==> config.mk <==
export PLATFORM = sky130hd
export DESIGN_NAME = eeprom_word_reader
export DESIGN_NICKNAME = d
export VERILOG_FILES = /design/src/rtl/ewr_pkg.sv /design/src/rtl/ewr_clkdiv.sv /design/src/rtl/ewr_spi_core.sv /design/src/rtl/ewr_regs.sv /design/src/rtl/eeprom_word_reader.sv
export SDC_FILE = /design/constraint.sdc
export NUM_CORES = 1
export LEC_CHECK = 0
export ABC_AREA = 1
export BUFFER_PORTS_ARGS = -buffer_cell sky130_fd_sc_hd__buf_2
export CORE_MARGIN = 2
export CORE_UTILIZATION = 50
export CTS_CLUSTER_SIZE = 20
export DETAILED_ROUTE_END_ITERATION = 10
export PLACE_DENSITY_LB_ADDON = 0.15
export REMOVE_ABC_BUFFERS = 1
export SYNTH_ARGS = -nofsm -noshare
export SYNTH_HDL_FRONTEND = slang
export SYNTH_SLANG_ARGS = --single-unit
==> constraint.sdc <==
create_clock -name clk -period 2.7 [get_ports clk]
set_clock_uncertainty 0.05 [all_clocks]
set_input_delay 0.405 -clock clk [delete_from_list [all_inputs] [get_ports clk]]
set_output_delay 0.405 -clock clk [all_outputs]
set_load 0.01 [all_outputs]
==> src/rtl/ewr_pkg.sv <==
package ewr_pkg;
    localparam int WADDR_W    = 14;
    localparam int BADDR_W    = 16;
    localparam int FRAME_BITS = 8 + BADDR_W + 16;
    localparam int BCNT_W     = $clog2(FRAME_BITS);
    localparam logic [7:0] RD_OPCODE = 8'h03;

    typedef enum logic [1:0] {
        ST_IDLE,
        ST_SHIFT,
        ST_TAIL
    } core_st_e;
endpackage

==> src/rtl/ewr_clkdiv.sv <==
module ewr_clkdiv #(
    parameter int SCK_HALF = 2
) (
    input  logic clk,
    input  logic rst_n,
    input  logic en,
    output logic tick
);
    localparam int CW = (SCK_HALF > 1) ? $clog2(SCK_HALF) : 1;
    localparam logic [CW-1:0] LAST = CW'(SCK_HALF - 1);

    logic [CW-1:0] cnt_d, cnt_q;

    always_comb begin
        tick  = en && (cnt_q == LAST);
        cnt_d = cnt_q;
        if (!en || tick) begin
            cnt_d = '0;
        end else begin
            cnt_d = cnt_q + 1'b1;
        end
    end

    always_ff @(posedge clk or negedge rst_n) begin
        if (!rst_n) cnt_q <= '0;
        else        cnt_q <= cnt_d;
    end
endmodule

==> src/rtl/ewr_spi_core.sv <==
module ewr_spi_core
    import ewr_pkg::*;
#(
    parameter int SCK_HALF = 2
) (
    input  logic               clk,
    input  logic               rst_n,
    input  logic               launch,
    input  logic [BADDR_W-1:0] byte_addr,
    input  logic               miso,
    output logic               sck,
    output logic               cs_n,
    output logic               mosi,
    output logic               busy,
    output logic               done,
    output logic [15:0]        word
);
    localparam logic [BCNT_W-1:0] LAST_BIT = BCNT_W'(FRAME_BITS - 1);

    typedef struct packed {
        core_st_e              st;
        logic                  sck;
        logic [FRAME_BITS-1:0] tx;
        logic [15:0]           rx;
        logic [BCNT_W-1:0]     bitcnt;
        logic                  done;
    } core_s;

    core_s s_d, s_q;
    logic  tick;

    ewr_clkdiv #(.SCK_HALF(SCK_HALF)) u_div (
        .clk  (clk),
        .rst_n(rst_n),
        .en   (s_q.st != ST_IDLE),
        .tick (tick)
    );

    always_comb begin
        s_d      = s_q;
        s_d.done = 1'b0;
        case (s_q.st)
            ST_IDLE: begin
                if (launch) begin
                    s_d.st     = ST_SHIFT;
                    s_d.tx     = {RD_OPCODE, byte_addr, 16'h0000};
                    s_d.bitcnt = '0;
                    s_d.sck    = 1'b0;
                    s_d.rx     = '0;
                end
            end
            ST_SHIFT: begin
                if (tick) begin
                    if (!s_q.sck) begin
                        s_d.sck = 1'b1;
                        s_d.rx  = {s_q.rx[14:0], miso};
                    end else begin
                        s_d.sck = 1'b0;
                        s_d.tx  = {s_q.tx[FRAME_BITS-2:0], 1'b0};
                        if (s_q.bitcnt == LAST_BIT) begin
                            s_d.st = ST_TAIL;
                        end else begin
                            s_d.bitcnt = s_q.bitcnt + 1'b1;
                        end
                    end
                end
            end
            ST_TAIL: begin
                if (tick) begin
                    s_d.st   = ST_IDLE;
                    s_d.done = 1'b1;
                end
            end
            default: s_d.st = ST_IDLE;
        endcase
    end

    always_ff @(posedge clk or negedge rst_n) begin
        if (!rst_n) begin
            s_q <= '{st: ST_IDLE, sck: 1'b0, tx: '0, rx: '0, bitcnt: '0, done: 1'b0};
        end else begin
            s_q <= s_d;
        end
    end

    assign sck  = s_q.sck;
    assign cs_n = (s_q.st == ST_IDLE);
    assign mosi = s_q.tx[FRAME_BITS-1];
    assign busy = (s_q.st != ST_IDLE);
    assign done = s_q.done;
    assign word = {s_q.rx[7:0], s_q.rx[15:8]};
endmodule

==> src/rtl/ewr_regs.sv <==
module ewr_regs
    import ewr_pkg::*;
(
    input  logic               clk,
    input  logic               rst_n,
    input  logic               wr_start,
    input  logic [WADDR_W-1:0] wr_addr,
    input  logic               direct_grant,
    input  logic               core_busy,
    input  logic               core_done,
    input  logic [15:0]        core_word,
    output logic               launch,
    output logic [BADDR_W-1:0] byte_addr,
    output logic [31:0]        rdata
);
    typedef struct packed {
        logic [WADDR_W-1:0] addr;
        logic [15:0]        data;
        logic               done;
        logic               pend;
    } regs_s;

    regs_s r_d, r_q;

    always_comb begin
        r_d    = r_q;
        launch = r_q.pend && !direct_grant && !core_busy;
        if (launch) begin
            r_d.pend = 1'b0;
        end
        if (core_done) begin
            r_d.data = core_word;
            r_d.done = 1'b1;
        end
        if (wr_start && !r_q.pend && !core_busy) begin
            r_d.addr = wr_addr;
            r_d.done = 1'b0;
            r_d.pend = 1'b1;
        end
    end

    always_ff @(posedge clk or negedge rst_n) begin
        if (!rst_n) r_q <= '0;
        else        r_q <= r_d;
    end

    assign byte_addr = BADDR_W'({r_q.addr, 1'b0});
    assign rdata     = {r_q.data, r_q.addr, r_q.done, r_q.pend | core_busy};
endmodule

==> src/rtl/eeprom_word_reader.sv <==
module eeprom_word_reader
    import ewr_pkg::*;
#(
    parameter int SCK_HALF = 2
) (
    input  logic        clk,
    input  logic        rst_n,
    input  logic        reg_wr,
    input  logic [31:0] reg_wdata,
    output logic [31:0] reg_rdata,
    input  logic        direct_grant,
    output logic        engine_busy,
    output logic        spi_sck,
    output logic        spi_cs_n,
    output logic        spi_mosi,
    input  logic        spi_miso
);
    logic               launch;
    logic [BADDR_W-1:0] byte_addr;
    logic               core_done;
    logic [15:0]        core_word;
    logic               unused_wbits;

    assign unused_wbits = ^{reg_wdata[31:16], reg_wdata[1]};

    ewr_regs u_regs (
        .clk         (clk),
        .rst_n       (rst_n),
        .wr_start    (reg_wr && reg_wdata[0]),
        .wr_addr     (reg_wdata[WADDR_W+1:2]),
        .direct_grant(direct_grant),
        .core_busy   (engine_busy),
        .core_done   (core_done),
        .core_word   (core_word),
        .launch      (launch),
        .byte_addr   (byte_addr),
        .rdata       (reg_rdata)
    );

    ewr_spi_core #(.SCK_HALF(SCK_HALF)) u_core (
        .clk      (clk),
        .rst_n    (rst_n),
        .launch   (launch),
        .byte_addr(byte_addr),
        .miso     (spi_miso),
        .sck      (spi_sck),
        .cs_n     (spi_cs_n),
        .mosi     (spi_mosi),
        .busy     (engine_busy),
        .done     (core_done),
        .word     (core_word)
    );
endmodule

==> impl_metrics.toml <==
[route]
postRouteAntennaNets = 0
drt-pass1-iter-count = 4
drt_iter0_drc = 108
post-route-drc-count = 0
vias = 2688
wirelength_um = 6400
viasPerCell = 4.78
wl_per_cell_um = 11.4

[power_and_ir_drop]
intPower_mw = 2.67
vdd_drop_max_uv = 501
clock_power_share_pct = 24.9
seqPwrFrac_pct = 40.2
switching_share_pct = 37.7
power.switching_mw = 1.61
combPwrFrac_pct = 34.9
pwr_density_cell_nw_per_um2 = 1020
leakage_nw = 2.18

[timing]
rsz0062_at_grt = "no"
setup_viol_count_final = 0
fin_crit_sh_pct = 68.0
max_freq_mhz = 545
fin_crit_ns = 1.84
slew_headroom_pct = 56.9
tightest_slew_ns = 0.646
final.setup.tns_ns = 0
setup_ws_ns = 0.864
slew_violations = 0
finalHoldViolCount = 0

[worst_setup_path]
r2r-end = "u_core.word[13]$_DFFE_PN0P_"
arrival_ns = 2.05
rr_startpoint = "u_core.s_q[65]$_DFFE_PN0P_"
endpoint_kind = "flop"
rrSetupSlack_ns = 0.86
r2r_cells = 5
crit_fanout = 12
critPathLaunchType = "flop"
cp_data_required_time_ns = 2.91
critical_path_class = "flop to flop"
cp-startpoint = "u_core.s_q[65]$_DFFE_PN0P_"

[grt]
grt_pass1_wl_um = 11300
overflow = 0
use_met3_pct = 5.34
busiest_layer = "met2"
grt_use_met1_pct = 23.4
antenna_found_initial = 0
first_global_vias = 2464
track_usage_pct = 17.1
grt_max_degree = 52
met2_usage_pct = 26.3

[synthesis]
ys_ff_latch = 82
netlist_area_um2 = 3860
ys.flop_type = "dfrtp_1"
synth_edf_count = 0
synthCells = 432
syn_avg_cell_area_um2 = 8.93
yosys_warnings = 0
synth_cell_types = 33
seq_area_frac_synth_pct = 53.2
async_flop_share_pct = 100

[layout]
layout-drive-gt1-share_pct = 22.6
mostFrequentLayoutCells = "nand2_1 (158), dfrtp_1 (82), buf_2 (54), inv_1 (37), o21ai_0 (29)"
seq_area_um2 = 2050
fill_cells = 708
final_util_pct = 54.9
diodes = 0
stdcell_area_um2 = 4180
multi_input_area_um2 = 1290
layout_commonest_cell = "nand2_1"
synthToLayoutAreaGrowth_pct = 8.27
nNetsFinal = 493

[placed_design]
port_buffers = 55
dpl.hpwl_um = 4400
pre_cts_slack_ns = 0.860
place_area_um2 = 3930
place.gp.congestion = 0.762

[run]
max_cap_violations = 0

[floorplanning]
die_h_um = 91.8
rows = 32
pin_count = 73
die_area_um2 = 8430
core_area_um2 = 7610
initial_utilization_pct = 50.7
dieWidth_um = 91.8

[cts]
cts_max_path_buffers = 2
clock-sinks = 82
cts_setup_buffers = 0
path_clk_slew_ns = 0.08
htree_levels = 3
cts-buffers-inserted = 9
ctsResizeCount = 0
cts_root_buffer = "clkbuf_8"
cts-hold-fix-buffers = 0
cts_tree = "built"
clk_latency_ns = 0.35

[run_status]
status = "complete, no violations"

[min_path]
holdCritPathClass = "input pin to async pin"
==> layout make-up <==
class                   instances  area share [%]
repair buffers                 59            7.37
flip-flops and latches         82            49.1
well taps                     102            3.06
inverters                      40            3.71
clock buffers                  12            3.48
clock inverters                 4            2.37
multi-input cells             263            30.9
==> cells by family after synthesis <==
logic type / Yosys count / share of synthesized area (%)
simple gates: 205 / 23.6
buf+inv: 87 / 13.4
flops: 82 / 53.2
compound gates: 56 / 9.24
xor+xnor: 1 / 0.227
fa+ha+maj: 1 / 0.324
==> stage by stage <==
stage	std cells	total power [mW]	hold slack, ns
floorplan	385	2.80	0.0594
global placement	546	3.24	0.398
detailed placement	546	3.26	0.404
CTS	562	4.34	0.0468
global route	562	4.64	0.0631
finish	562	4.28	0.0218
==> power by group through the flow <==
stage          clock network, mW  logic [mW]  registers [mW]
2_1_floorplan                  0        1.03            1.77
4_1_cts                     1.09        1.52            1.72
6_report                    1.06        1.49            1.72
3_3_place_gp                   0        1.49            1.74
5_1_grt                     1.16        1.72            1.76
3_5_place_dp                   0        1.52            1.75
==> sequential cells by signal, summed over array words and instances (netlist names) <==
name                flops
u_core.done             1
u_core.mosi             1
u_core.s_q             30
u_core.u_div.cnt_q      1
u_regs.byte_addr       14
u_core.word            16
u_core.sck              1
u_regs.rdata           17
u_regs.r_q              1
==> critical path, cell delays in order (launching register included) <==
cell	delay (ns)
dfrtp_1	0.49
inv_2	0.12
nand2_1	0.15
nor2_2	0.43
nand2_1	0.27
o21ai_0	0.24
==> cells in the mapped netlist, types with 2 or more instances <==
cell	count	area (um2)
inv_1	37	139
o21ai_2	13	114
nand2_2	2	12.5
o22ai_1	5	31.3
buf_2	3	15.0
nand3_1	19	95.1
nor2_2	3	18.8
nor2_1	11	41.3
o21ai_0	29	145
o21ai_1	5	25.0
dfrtp_1	82	2050
buf_4	33	248
nand2_1	158	593
nand2_8	2	40.0
inv_2	2	7.51
nand4_1	3	18.8
clkbuf_1	4	15.0
buf_6	6	67.6
==> metal layers <==
metal	share of wire, %	routed length (um)	up-vias
met3	4.6	294	8
li1	-	-	1370
met4	1.4	88	0
met5	0	0	-
met1	49	3170	1247
met2	45	2850	63
==> worst max path at each step <==
stage / end / cells after the start / slack [ns]
6_report: u_core.word[13]$_DFFE_PN0P_ / 5 / 0.86
3_5_place_dp: u_core.word[13]$_DFFE_PN0P_ / 5 / 0.86
5_1_grt: u_regs.byte_addr[1]$_DFFE_PN0P_ / 5 / 0.67
3_3_place_gp: u_regs.byte_addr[1]$_DFFE_PN0P_ / 4 / 0.87
4_1_cts: u_regs.byte_addr[1]$_DFFE_PN0P_ / 4 / 0.85
2_1_floorplan: u_core.word[11]$_DFFE_PN0P_ / 5 / 0.89
Note: power is estimated with default switching activity, not from simulation.
